`config.mk`:
```
export PLATFORM = sky130hd
export DESIGN_NAME = chain_dac_front
export DESIGN_NICKNAME = d
export VERILOG_FILES = /design/src/rtl/cdac_pkg.sv /design/src/rtl/cdac_sync.sv /design/src/rtl/cdac_edge.sv /design/src/rtl/cdac_shift.sv /design/src/rtl/cdac_hold.sv /design/src/rtl/chain_dac_front.sv
export SDC_FILE = /design/constraint.sdc
export NUM_CORES = 1
export LEC_CHECK = 0
export BUFFER_PORTS_ARGS = -buffer_cell sky130_fd_sc_hd__buf_2
export CAP_MARGIN = 40
export CORE_MARGIN = 3
export CORE_UTILIZATION = 50
export DETAILED_ROUTE_END_ITERATION = 7
export PLACE_DENSITY = 0.69
export RECOVER_POWER = 25
export SLEW_MARGIN = 20
export SYNTH_ARGS = -nofsm -noshare
export SYNTH_HDL_FRONTEND = slang
export SYNTH_SLANG_ARGS = --single-unit
```
`constraint.sdc`:
```
create_clock -name clk -period 1.7 [get_ports clk]
set_input_delay 0.17 -clock clk [delete_from_list [all_inputs] [get_ports clk]]
set_output_delay 0.17 -clock clk [all_outputs]
set_load 0.005 [all_outputs]
```
`src/rtl/cdac_pkg.sv`:
```
package cdac_pkg;
   // Pin indices inside the synchronized pin vector
   localparam int PIN_CLK  = 0;
   localparam int PIN_DIN  = 1;
   localparam int PIN_SELN = 2;
   localparam int NUM_PINS = 3;

   // Idle (reset) level of each pin: serial clock low, data low, select high
   localparam logic [NUM_PINS-1:0] PIN_IDLE = 3'b100;

   typedef struct packed {
      logic sel_n;
      logic din;
      logic clk;
   } ser_pins_t;
endpackage

```
`src/rtl/cdac_sync.sv`:
```
module cdac_sync #(
   parameter int   STAGES    = 2,
   parameter logic RESET_VAL = 1'b0
) (
   input  logic clk,
   input  logic rst_n,
   input  logic d_async,
   output logic q_sync
);
   generate
      if (STAGES < 2) begin : g_bad_stages
         $error("cdac_sync: STAGES must be at least 2");
      end
   endgenerate

   logic [STAGES-1:0] chain;

   always_ff @(posedge clk or negedge rst_n) begin
      if (!rst_n) chain <= {STAGES{RESET_VAL}};
      else        chain <= {chain[STAGES-2:0], d_async};
   end

   assign q_sync = chain[STAGES-1];
endmodule

```
`src/rtl/cdac_edge.sv`:
```
module cdac_edge #(
   parameter logic RESET_VAL = 1'b0
) (
   input  logic clk,
   input  logic rst_n,
   input  logic sig,
   output logic rise,
   output logic fall
);
   logic prev;

   always_ff @(posedge clk or negedge rst_n) begin
      if (!rst_n) prev <= RESET_VAL;
      else        prev <= sig;
   end

   assign rise = sig & ~prev;
   assign fall = ~sig & prev;
endmodule

```
`src/rtl/cdac_shift.sv`:
```
module cdac_shift #(
   parameter int WIDTH = 12
) (
   input  logic             clk,
   input  logic             rst_n,
   input  logic             step,
   input  logic             bit_in,
   output logic [WIDTH-1:0] word,
   output logic             bit_out
);
   generate
      if (WIDTH < 2) begin : g_bad_width
         $error("cdac_shift: WIDTH must be at least 2");
      end
   endgenerate

   logic [WIDTH-1:0] sr;

   always_ff @(posedge clk or negedge rst_n) begin
      if (!rst_n)    sr <= '0;
      else if (step) sr <= {sr[WIDTH-2:0], bit_in};
   end

   assign word    = sr;
   assign bit_out = sr[WIDTH-1];
endmodule

```
`src/rtl/cdac_hold.sv`:
```
module cdac_hold #(
   parameter int WIDTH = 12
) (
   input  logic             clk,
   input  logic             rst_n,
   input  logic             load,
   input  logic [WIDTH-1:0] d,
   output logic [WIDTH-1:0] q,
   output logic             loaded
);
   always_ff @(posedge clk or negedge rst_n) begin
      if (!rst_n) begin
         q      <= '0;
         loaded <= 1'b0;
      end else begin
         loaded <= load;
         if (load) q <= d;
      end
   end
endmodule

```
`src/rtl/chain_dac_front.sv`:
```
module chain_dac_front #(
   parameter int DAC_BITS    = 12,
   parameter int SYNC_STAGES = 2
) (
   input  logic                clk,
   input  logic                rst_n,
   input  logic                ser_clk,
   input  logic                ser_din,
   input  logic                ser_sel_n,
   output logic                ser_dout,
   output logic [DAC_BITS-1:0] dac_code,
   output logic                dac_update
);
   import cdac_pkg::*;

   generate
      if (DAC_BITS < 2) begin : g_bad_bits
         $error("chain_dac_front: DAC_BITS must be at least 2");
      end
      if (SYNC_STAGES < 2) begin : g_bad_sync
         $error("chain_dac_front: SYNC_STAGES must be at least 2");
      end
   endgenerate

   logic [NUM_PINS-1:0] pins_raw;
   logic [NUM_PINS-1:0] pins_s;
   ser_pins_t           pin;

   assign pins_raw[PIN_CLK]  = ser_clk;
   assign pins_raw[PIN_DIN]  = ser_din;
   assign pins_raw[PIN_SELN] = ser_sel_n;

   // One synchronizer per pin, each resetting to the pin's idle level
   generate
      for (genvar i = 0; i < NUM_PINS; i++) begin : g_sync
         cdac_sync #(
            .STAGES   (SYNC_STAGES),
            .RESET_VAL(PIN_IDLE[i])
         ) u_sync (
            .clk    (clk),
            .rst_n  (rst_n),
            .d_async(pins_raw[i]),
            .q_sync (pins_s[i])
         );
      end
   endgenerate

   assign pin = ser_pins_t'(pins_s);

   // Serial clock gated by select: rising gate level means a shift.
   // Gate rises also when select falls while serial clock is high.
   logic gate_clk;
   logic shift_step;
   logic gate_fall_unused;
   logic load_step;
   logic sel_fall_unused;

   assign gate_clk = pin.clk & ~pin.sel_n;

   cdac_edge #(.RESET_VAL(1'b0)) u_gate_edge (
      .clk  (clk),
      .rst_n(rst_n),
      .sig  (gate_clk),
      .rise (shift_step),
      .fall (gate_fall_unused)
   );

   cdac_edge #(.RESET_VAL(1'b1)) u_sel_edge (
      .clk  (clk),
      .rst_n(rst_n),
      .sig  (pin.sel_n),
      .rise (load_step),
      .fall (sel_fall_unused)
   );

   logic [DAC_BITS-1:0] shift_word;

   cdac_shift #(.WIDTH(DAC_BITS)) u_shift (
      .clk    (clk),
      .rst_n  (rst_n),
      .step   (shift_step),
      .bit_in (pin.din),
      .word   (shift_word),
      .bit_out(ser_dout)
   );

   cdac_hold #(.WIDTH(DAC_BITS)) u_hold (
      .clk   (clk),
      .rst_n (rst_n),
      .load  (load_step),
      .d     (shift_word),
      .q     (dac_code),
      .loaded(dac_update)
   );

   logic unused_ok;
   assign unused_ok = &{1'b0, gate_fall_unused, sel_fall_unused};
endmodule

```
==> impl_metrics.json <==
{
  "relSlewSlack_pct": 48.67,
  "p_leak_nw": 0.7196,
  "syn2layout_area_growth_pct": 16.40,
  "period_needed_ps": 1421,
  "synth_area_leaders": "dfrtp_1 60%, mux2_4 23%, dfstp_2 6.3%, mux2_2 2.7%, mux2_1 1.8%",
  "finalCritPeriodShare_pct": 83.60,
  "worstSetupPathType": "flip-flop to flip-flop",
  "core_um2": 2276,
  "yosys_warnings": 0,
  "place_congestion": 0.6475,
  "fp.dieW_um": 55.88,
  "dp_hpwl_um": 1027,
  "ys_seq_area_share_pct": 66.70,
  "dp_cells": 108,
  "setup_viol": 0,
  "overflow": 0,
  "antenna_left": 0,
  "rrSetupSlack_ps": 280,
  "row_count": 17,
  "cts.htree.levels": 2,
  "drive_gt1_share_pct": 57.61,
  "worst_setup_path_end_kind": "flip-flop",
  "finalSetupTns_ps": 0,
  "gr-usage-all-layers_pct": 11.98,
  "synth_top_cell_area_share_pct": 60.36,
  "nets": 96,
  "timing.hold.ws_ps": 355.6,
  "wl_um": 1559,
  "grt_pass1_wl_um": 2760,
  "die_y_um": 55.88,
  "clkSinkCount": 33,
  "synth_top_cell_by_area": "dfrtp_1",
  "crit_path_start_kind": "flip-flop",
  "seq_area_um2": 829.5,
  "synthCells": 62,
  "path_max_fanout": 13,
  "dieArea_um2": 3122,
  "fmax_mhz": 703.6,
  "n_fill_cell": 156,
  "antenna_found_initial": 0,
  "drtIter0Drc": 6,
  "vias": 571,
  "finClkSkew_ps": 6.164,
  "status": "completed",
  "slew_viol_final": 0,
  "worstSkewPairLatency_ps": 310,
  "numCtsBuffers": 5,
  "clock_path_buffers": 2,
  "avgViaCountPerCell": 4.758,
  "synth_cell_types": 10,
  "cts_root_buf": "clkbuf_4",
  "multiInputGateArea_um2": 379.1,
  "wl_per_cell_um": 12.99,
  "critical_path_arrival_ps": 1630,
  "hold_viol_final": 0,
  "fin_cells": 120,
  "pin_count": 19,
  "port_buffers": 18,
  "synth_area_per_cell_um2": 20.06,
  "path_clk_slew_ps": 90,
  "cp_slowest_cell": "dfstp_1",
  "required_ps": 1910,
  "tightest_slew_ps": 769.9,
  "synth_seq_cells": 33,
  "rsz0062_at_grt": "no",
  "worstHoldPathType": "flip-flop to flip-flop",
  "cts_tree": "done",
  "crit_chain": "and2b_4 -> mux2_2",
  "start_util_pct": 54.65,
  "antenna_cells": 0,
  "drcViolationCount": 0,
  "cp_slowest_stage_delay_ps": 610,
  "grt_max_degree": 34,
  "drv_cap": 0,
  "syn-cell-area_um2": 1244,
  "synth_nets": 67,
  "powerDensity_nw_per_um2": 1522,
  "ir_drop_uv": 787.1,
  "drt-pass1-iter-count": 3,
  "grt_pass1_vias": 644
}
worst max-delay path: cells and delay by family, from the launching register on:
kind / cells / cell delay (ps)
DFF: 1 / 610
muxes: 1 / 360
and+or+nand+nor: 1 / 340
flip-flops by register name (all words and copies together), names as in the netlist:
register and flops:
g_sync.u_sync.chain 6, u_gate_edge.prev 1, u_hold.loaded 1, u_hold.q 12, u_sel_edge.prev 1, u_shift.word 12
worst paths after layout:
path | start | endpoint | cells after the start
max | g_sync[2].u_sync.chain[1]$_DFF_PN1_ | u_hold.q[11]$_DFFE_PN0P_ | 2
min | g_sync[0].u_sync.chain[0]$_DFF_PN0_ | g_sync[0].u_sync.chain[1]$_DFF_PN0_ | 0
max reg2reg | g_sync[2].u_sync.chain[1]$_DFF_PN1_ | u_hold.q[11]$_DFFE_PN0P_ | 2
min reg2reg | g_sync[0].u_sync.chain[0]$_DFF_PN0_ | g_sync[0].u_sync.chain[1]$_DFF_PN0_ | 0
max in group asynchronous | rst_n | u_hold.q[7]$_DFFE_PN0P_ | 2
min in group asynchronous | rst_n | u_hold.q[10]$_DFFE_PN0P_ | 2
power by group:
part / internal (mW) / total [mW] / switching [mW]
Clock: 0.204 / 0.437 / 0.232
Combinational: 0.408 / 0.558 / 0.150
Sequential: 1.04 / 1.21 / 0.164
Total: 1.66 / 2.20 / 0.547
cell type report:
type	count	share of cell area (%)
multi-input cells	27	26.19
flip-flops and latches	33	57.30
clock buffers	8	4.062
repair buffers	24	10.03
well taps	28	2.420
per-layer routing:
layer | share of wire (%) | global-route usage (%) | vias to the layer above
li1 | - | - | 273
met1 | 47 | 14.20 | 284
met2 | 48 | 18.07 | 12
met3 | 4.9 | 5.104 | 2
met4 | 0.83 | 7.119 | 0
met5 | 0 | 0 | -
stage by stage:
stage               utilization, %  area (um2)  power (mW)  setup WS [ps]
global route                 63.61        1448       2.346          216.5
global placement             59.26        1349       1.774          344.8
CTS                          63.61        1448       2.248          308.1
finish                       63.61        1448       2.204          278.8
detailed placement           59.26        1349       1.796          323.3
floorplan                        -        1244       1.577          406.8
cells in the mapped netlist, drive strengths merged:
cell type and count:
and2b 2, buf 2, dfrtp 30, nor3b 1, dfstp 3, mux2 24
cell families after synthesis:
group                  count (synthesis)  share of synthesized area [%]
buffers and inverters                  2                          2.817
flip-flops                            33                          66.70
AND/OR/NAND/NOR                        3                          3.018
multiplexers                          24                          27.46
placed cells by master, fill, tap and decap left out, drive strengths merged:
master and instances:
dfrtp 30, mux2 24, buf 19, clkbuf 9, dlygate4sd3 4, dfstp 3
and2b 2, nor3b 1
what timing repair did:
action | CTS | global route
endpoints found under the hold margin | 33 | 0
setup buffers | 0 | 0
hold buffers | 4 | 0
resized for setup | 0 | 0
(Power assumes the default switching activity.)
